File: src/rtl/carry_and_unit.sv
module carry_and_unit (
  input  logic        clk,
  input  logic        rst_n,
  input  logic        cyc_en,
  input  logic        start,
  input  logic [7:0]  opcode,
  input  logic [7:0]  bit_addr,
  output logic [7:0]  rd_addr,
  output logic        rd_sfr,
  input  logic [7:0]  ram_rdata,
  input  logic [7:0]  sfr_rdata,
  input  logic [31:0] port_latch,
  input  logic [7:0]  status_in,
  output logic [7:0]  status_out,
  output logic        status_we,
  output logic        busy,
  output logic        done
);
  localparam logic [7:0] OP_AND  = 8'h82;
  localparam logic [7:0] OP_ANDN = 8'hB0;

  logic       busy_q, phase_q, inv_q, bit_q, done_q;
  logic [7:0] addr_q, stat_q, byte_sel;
  logic       legal, is_port, src_bit;

  assign legal   = (opcode == OP_AND) || (opcode == OP_ANDN);
  assign rd_sfr  = addr_q[7];
  assign rd_addr = addr_q[7] ? {addr_q[7:3], 3'b000} : {4'h2, addr_q[6:3]};
  assign is_port = (addr_q[7:6] == 2'b10) && !addr_q[3];

  always_comb begin
    if (!rd_sfr)      byte_sel = ram_rdata;
    else if (is_port) byte_sel = port_latch[{addr_q[5:4], 3'b000} +: 8];
    else              byte_sel = sfr_rdata;
  end

  assign src_bit = byte_sel[addr_q[2:0]];

  always_ff @(posedge clk) begin
    if (!rst_n) begin
      busy_q  <= 1'b0;
      phase_q <= 1'b0;
      inv_q   <= 1'b0;
      bit_q   <= 1'b0;
      done_q  <= 1'b0;
      addr_q  <= 8'h00;
      stat_q  <= 8'h00;
    end else begin
      done_q <= 1'b0;
      if (!busy_q) begin
        if (start && legal) begin
          busy_q  <= 1'b1;
          phase_q <= 1'b0;
          inv_q   <= (opcode == OP_ANDN);
          addr_q  <= bit_addr;
        end
      end else if (cyc_en) begin
        if (!phase_q) begin
          phase_q <= 1'b1;
          bit_q   <= src_bit;
        end else begin
          busy_q <= 1'b0;
          done_q <= 1'b1;
          stat_q <= {status_in[7] & (bit_q ^ inv_q), status_in[6:0]};
        end
      end
    end
  end

  assign busy       = busy_q;
  assign done       = done_q;
  assign status_we  = done_q;
  assign status_out = stat_q;
endmodule

File: config.mk
export PLATFORM = sky130hd
export DESIGN_NAME = carry_and_unit
export DESIGN_NICKNAME = d
export VERILOG_FILES = /design/src/rtl/carry_and_unit.sv
export SDC_FILE = /design/constraint.sdc
export NUM_CORES = 1
export LEC_CHECK = 0
export ABC_AREA = 0
export BUFFER_PORTS_ARGS = -buffer_cell sky130_fd_sc_hd__buf_4
export CORE_ASPECT_RATIO = 0.9
export CORE_MARGIN = 10
export CORE_UTILIZATION = 45
export CTS_CLUSTER_DIAMETER = 200
export DETAILED_ROUTE_END_ITERATION = 6
export PLACE_DENSITY = 0.85
export SETUP_SLACK_MARGIN = 0.2
export SYNTH_ARGS = -nofsm -noshare
export SYNTH_HDL_FRONTEND = slang
export SYNTH_SLANG_ARGS = --single-unit
export TNS_END_PERCENT = 50
File: constraint.sdc
create_clock -name clk -period 2.9 [get_ports clk]
set_clock_uncertainty 0.2 [all_clocks]
set_input_delay 0 -clock clk [delete_from_list [all_inputs] [get_ports clk]]
set_output_delay 0 -clock clk [all_outputs]
set_load 0.01 [all_outputs]
## Yosys cells after proc, flatten, opt, wreduce, memory -nomap -nowiden

Index checks and enable logic that the tools add are counted.

| cells by class | value |
|---|---|
| magnitude comparators | 1 |
| equal/unequal tests | 4 |
| multiplexer cells | 13 |
| shift-type cells | 1 |
| reductions and logical operators | 10 |
| bitwise gates (word level) | 4 |

Operators with widths:

| operator | number |
|---|---|
| $shiftx A32 B6 Y8 | 1 |
| $mux W8 | 3 |
| $eq A8 B8 Y1 const B | 2 |
| $mux W1 | 9 |
| $reduce_and A3 Y1 | 3 |
| $lt A3 B4 Y1 const B | 1 |
| $reduce_and A2 Y1 | 2 |
| $bmux W1 S3 | 1 |
| $eq A2 B2 Y1 const B | 1 |
| $logic_and A1 B1 Y1 | 2 |
| $ne A2 B2 Y1 const B | 1 |
| $not A1 Y1 | 2 |
| $reduce_bool A2 Y1 | 1 |
| $and A1 B1 Y1 | 1 |
| $logic_not A1 Y1 | 1 |
| $logic_or A1 B1 Y1 | 1 |
| $xor A1 B1 Y1 | 1 |

| storage, ports and cells | value |
|---|---|
| output and inout bits | 20 |
| register bits | 21 |

## Longest topological paths before layout

| logic depth | value |
|---|---|
| depth in word-level cells | 6 |
| gate-level depth with buffers | 7 |
| depth with buffers taken out | 5 |

## Least setup slack after synthesis

OpenSTA, ideal clock, no wires.

| timing path | value |
|---|---|
| kind | register to register |
| from | reg addr_q[5] |
| to | reg bit_q |
| clock period less this slack | 1.743 ns |
| required time | 2.571 ns |
| path slack | 1.157 ns |
| path buffers | 2 |
| stages on the path, launching flop included | 8 |
| data arrival time | 1.415 ns |
| cell sequence | dfxtp_1 > buf_6 > buf_2 > mux2_2 > a32oi_1 > a21oi_1 > a21oi_1 > nand4_1 |

| on the way | value |
|---|---|
| word-level cells in the longest chain between the ends | 5 |

Ends and longest elaborated chain:

| item | line | text |
|---|---|---|
| from (decl) | 23 | `logic [7:0] addr_q, stat_q, byte_sel;` |
| from (signal assigned) | 55 | `addr_q <= bit_addr;` |
| $shiftx A32 B6 Y8 | 33 | `else if (is_port) byte_sel = port_latch[{addr_q[5:4], 3'b000} +: 8];` |
| $mux W8 | 33 |  |
| $mux W8 | 32 | `if (!rd_sfr) byte_sel = ram_rdata;` |
| $bmux W1 S3 | 37 | `assign src_bit = byte_sel[addr_q[2:0]];` |
| $mux W1 (not written as such) | 37 |  |
| to (signal assigned) | 60 | `bit_q <= src_bit;` |
| to (decl) | 22 | `logic busy_q, phase_q, inv_q, bit_q, done_q;` |

No other way between the ends. The select of a mux whose other input is x is not followed.
A chain may end at the register's enable or synchronous reset.

## Worst setup path after layout

| timing path | value |
|---|---|
| from | in opcode[1] |
| to | reg addr_q[5] |

| on the way | value |
|---|---|
| word-level cells in the longest chain between the ends | 4 |

Ends and longest elaborated chain:

| item | line | text |
|---|---|---|
| from (decl) | 6 | `input logic [7:0] opcode,` |
| $eq A8 B8 Y1 | 26 | `assign legal = (opcode == OP_AND) \|\| (opcode == OP_ANDN);` |
| $logic_or A1 B1 Y1 (*) | 26 |  |
| $logic_and A1 B1 Y1 (*) | 51 | `if (start && legal) begin` |
| $reduce_and A2 Y1 (no source line) (*) | n/a |  |

Every way passes the cells marked *; elsewhere a longest branch is shown, timed or not.

==> impl_metrics.yaml <==
placed_design:
  placed_cell_area_um2: 2150
  post-place-ws_ps: 761.0
  gp_congestion: 0.8658
  portBuffers: 95
  dp.final_hpwl_um: 3892
  dpl.cell_count: 290
yosys:
  yosysSeqAreaShare_pct: 28.94
  synth_area_um2: 1453
  yosys_warnings: 0
  synth_seq_cells: 21
  yosys.cell_types.count: 40
  synth_area_per_cell_um2: 8.912
  syn_inst: 163
  synth_nets: 239
global_routing:
  grt_max_degree: 24
  grt_pass1_vias: 2228
  grt_pass1_wl_um: 11270
  top_usage_layer: "met2"
  grt_usage_pct: 23.84
  use_met3_pct: 6.707
  antenna_found_initial: 1
  grt_use_met1_pct: 22.86
  overflow: 0
  grt_util_met2_pct: 44.26
critical_path:
  path_class: "in2reg"
  endpoint_kind: "register"
  worstSetupStartpointType: "input port"
  cp.arrival_ps: 2530
  crit_required_ps: 2890
  crit_fanout: 11
finish:
  drive_gt1_share_pct: 38.54
  area_growth_pct: 92.94
  nets: 391
  stdcell_area_um2: 2803
  final_cells: 357
floorplanning:
  die_area_um2: 5904
  fp.dieH_um: 73.90
  die_x_um: 79.89
  start_util_pct: 47.37
  rows: 19
  core_um2: 3067
  boundaryPins: 96
detailed_routing:
  routedWlPerCell_um: 20.06
  ant_nets: 0
  vias: 1973
  drc: 0
  drt_pre_antenna_iters: 5
  drtIter0Drc: 178
  vias_per_cell: 5.527
  wirelength_um: 7160
power_and_ir_drop:
  p_sw_share_pct: 22.92
  intPower_w: 0.0004557
  p_per_area_nw_per_um2: 211.0
  ir_worst_vdd_mv: 0.3085
  p_leak_nw: 1.238
  power_frac_comb_pct: 27.2
  seqPwrFrac_pct: 49.0
  power.switching_w: 0.0001355
  clockPowerShare_pct: 23.8
flow_run:
  max-cap-violations: 0
sta:
  layout_setup_ws_ps: 354.8
  worst_pin_slew_ps: 637.4
  relSlewSlack_pct: 57.48
  hold_viol: 0
  finalMaxSlewViolations: 0
  clock.fmax_ghz: 0.3929
  hold_slack_ps: 92.04
  layout_min_cycle_time_ps: 2545
  rsz0062_at_grt: "no"
  finalSetupTns_ps: 0
  finalCritPeriodShare_pct: 87.76
  setup_viol: 0
clock_network:
  path_clk_slew_ps: 100
  clockBufferDepth: 2
  cts_max_level: 1
  worst_skew_pair.late_latency_ps: 310
  cts.sinks: 21
  cts_tree: "yes"
  cts-buffers-inserted: 3
  root_buffer: "clkbuf_4"
outcome:
  status: "finished, final reports clean"
min_path:
  hp-class: "in2reg"
[repair_timing]
item / CTS / global route
hold endpoints to repair: 21 / 0
setup buffers: 0 / 0
setup endpoints to repair: 0 / 1
hold buffers: 62 / 0
resized for setup: 0 / 2
[metal layers]
layer | wire length [um] | share of wire (%)
met1 | 2439 | 34
met2 | 3845 | 54
met3 | 503 | 7.0
met4 | 371 | 5.2
met5 | 0 | 0
[power groups by stage]
stage	logic, W	clock network, W	registers [W]
CTS	0.000152	0.000140	0.000289
global route	0.000170	0.000152	0.000290
detailed placement	0.000110	0	0.000296
global placement	0.000109	0	0.000296
finish	0.000161	0.000141	0.000289
floorplan	0.0000286	0	0.000296
[critical path: stages]
cell and delay (ps):
dlygate4sd3_1 530, buf_4 110, nand2b_1 60, o22ai_1 240, and4b_1 660, mux2i_1 300, nor2b_1 80, dlygate4sd3_1 570
[worst paths after layout]
path	startpoint	to	slack, ps	depth (start not counted)
worst max-delay path	opcode[1]	addr_q[5]$_SDFFE_PN0P_	350	8
worst min-delay path	sfr_rdata[2]	bit_q$_SDFFE_PN0P_	90	5
worst max register to register	addr_q[7]$_SDFFE_PN0P_	bit_q$_SDFFE_PN0P_	400	7
worst min register to register	inv_q$_SDFFE_PN0P_	inv_q$_SDFFE_PN0P_	330	2
[cell type report]
type,count,area [um2]
timing repair buffer,159,1349
multi-input combinational,128,940.9
inverter,2,7.507
sequential,21,422.9
clock inverter,1,5.005
clock buffer,3,22.52
tap,42,52.55
antenna,1,2.502
fill,127,264.0
[cells by family (layout without fill, tap and decap cells)]
kind of cell           count (synthesis)  after routing  synth area share (%)
AO/OA/AOI/OAI                         33             33                 19.12
XOR/XNOR                               1              1                0.6030
buffers and inverters                 14            165                 6.287
flip-flops                            21             21                 28.94
multiplexers                          25             25                 18.35
other                                  0              1                     0
AND/OR/NAND/NOR                       69             69                 26.70
[state kept, by name, indices dropped and copies added, names as in the netlist]
name	count
addr_q	8
status_out	8
bit_q	1
busy	1
done	1
inv_q	1
phase_q	1
[cells in the mapped netlist, drive strengths merged]
| library cell | number | area, um2 |
|---|---|---|
| a31oi | 2 | 12.51 |
| o22ai | 1 | 6.260 |
| o21ai | 1 | 5.000 |
| nand2b | 4 | 25.02 |
| nand2 | 22 | 82.58 |
| inv | 2 | 7.510 |
| o211a | 1 | 10.01 |
| buf | 8 | 68.81 |
| a21boi | 10 | 75.07 |
| nor4b | 1 | 23.77 |
| nand4b | 1 | 8.760 |
| o211ai | 1 | 7.510 |
| and2 | 4 | 26.28 |
| a221oi | 6 | 65.06 |
| nor4 | 1 | 6.260 |
| and4b | 2 | 20.02 |
| dfxtp | 21 | 420.4 |
| nand3 | 11 | 55.05 |
| and3 | 1 | 6.260 |
| and4bb | 1 | 12.51 |
| mux2 | 13 | 146.4 |
| or2 | 1 | 6.260 |
| mux2i | 12 | 120.1 |
| and2b | 1 | 7.510 |
| a32oi | 2 | 17.52 |
| xor2 | 1 | 8.760 |
| nand4 | 2 | 12.51 |
| nor3 | 1 | 5.000 |
| a311oi | 2 | 35.04 |
| clkbuf | 4 | 15.01 |
| a22oi | 2 | 15.01 |
| nor2 | 4 | 15.01 |
| a21oi | 4 | 20.02 |
| nor2b | 12 | 75.07 |
| o2111ai | 1 | 8.760 |
[metrics by stage]
stage	util (%)	total power [W]
after floorplan	-	0.0003243
after global placement	70.09	0.0004046
after CTS	91.23	0.0005818
after detailed placement	70.09	0.0004062
final	91.39	0.0005912
after global routing	91.39	0.0006116
[cells in the final DEF, fill, tap and decap left out, types with 2 or more instances in the layout]
cell type and n:
a22oi_1 2, a221oi_2 2, nand3_1 11, nor2_1 4, a32oi_1 2, buf_4 97, mux2_2 13, a21oi_1 4
nand2_1 22, nand4_1 2, mux2i_1 12, dlygate4sd3_1 62, a21boi_0 10, a31oi_1 2, nand2b_1 4, dfxtp_2 2
inv_1 2, a221oi_1 4, clkbuf_4 3, dfxtp_1 19, and2_1 3, and4b_1 2, nor2b_1 12
No activity file was read; power rests on OpenSTA's default activity.
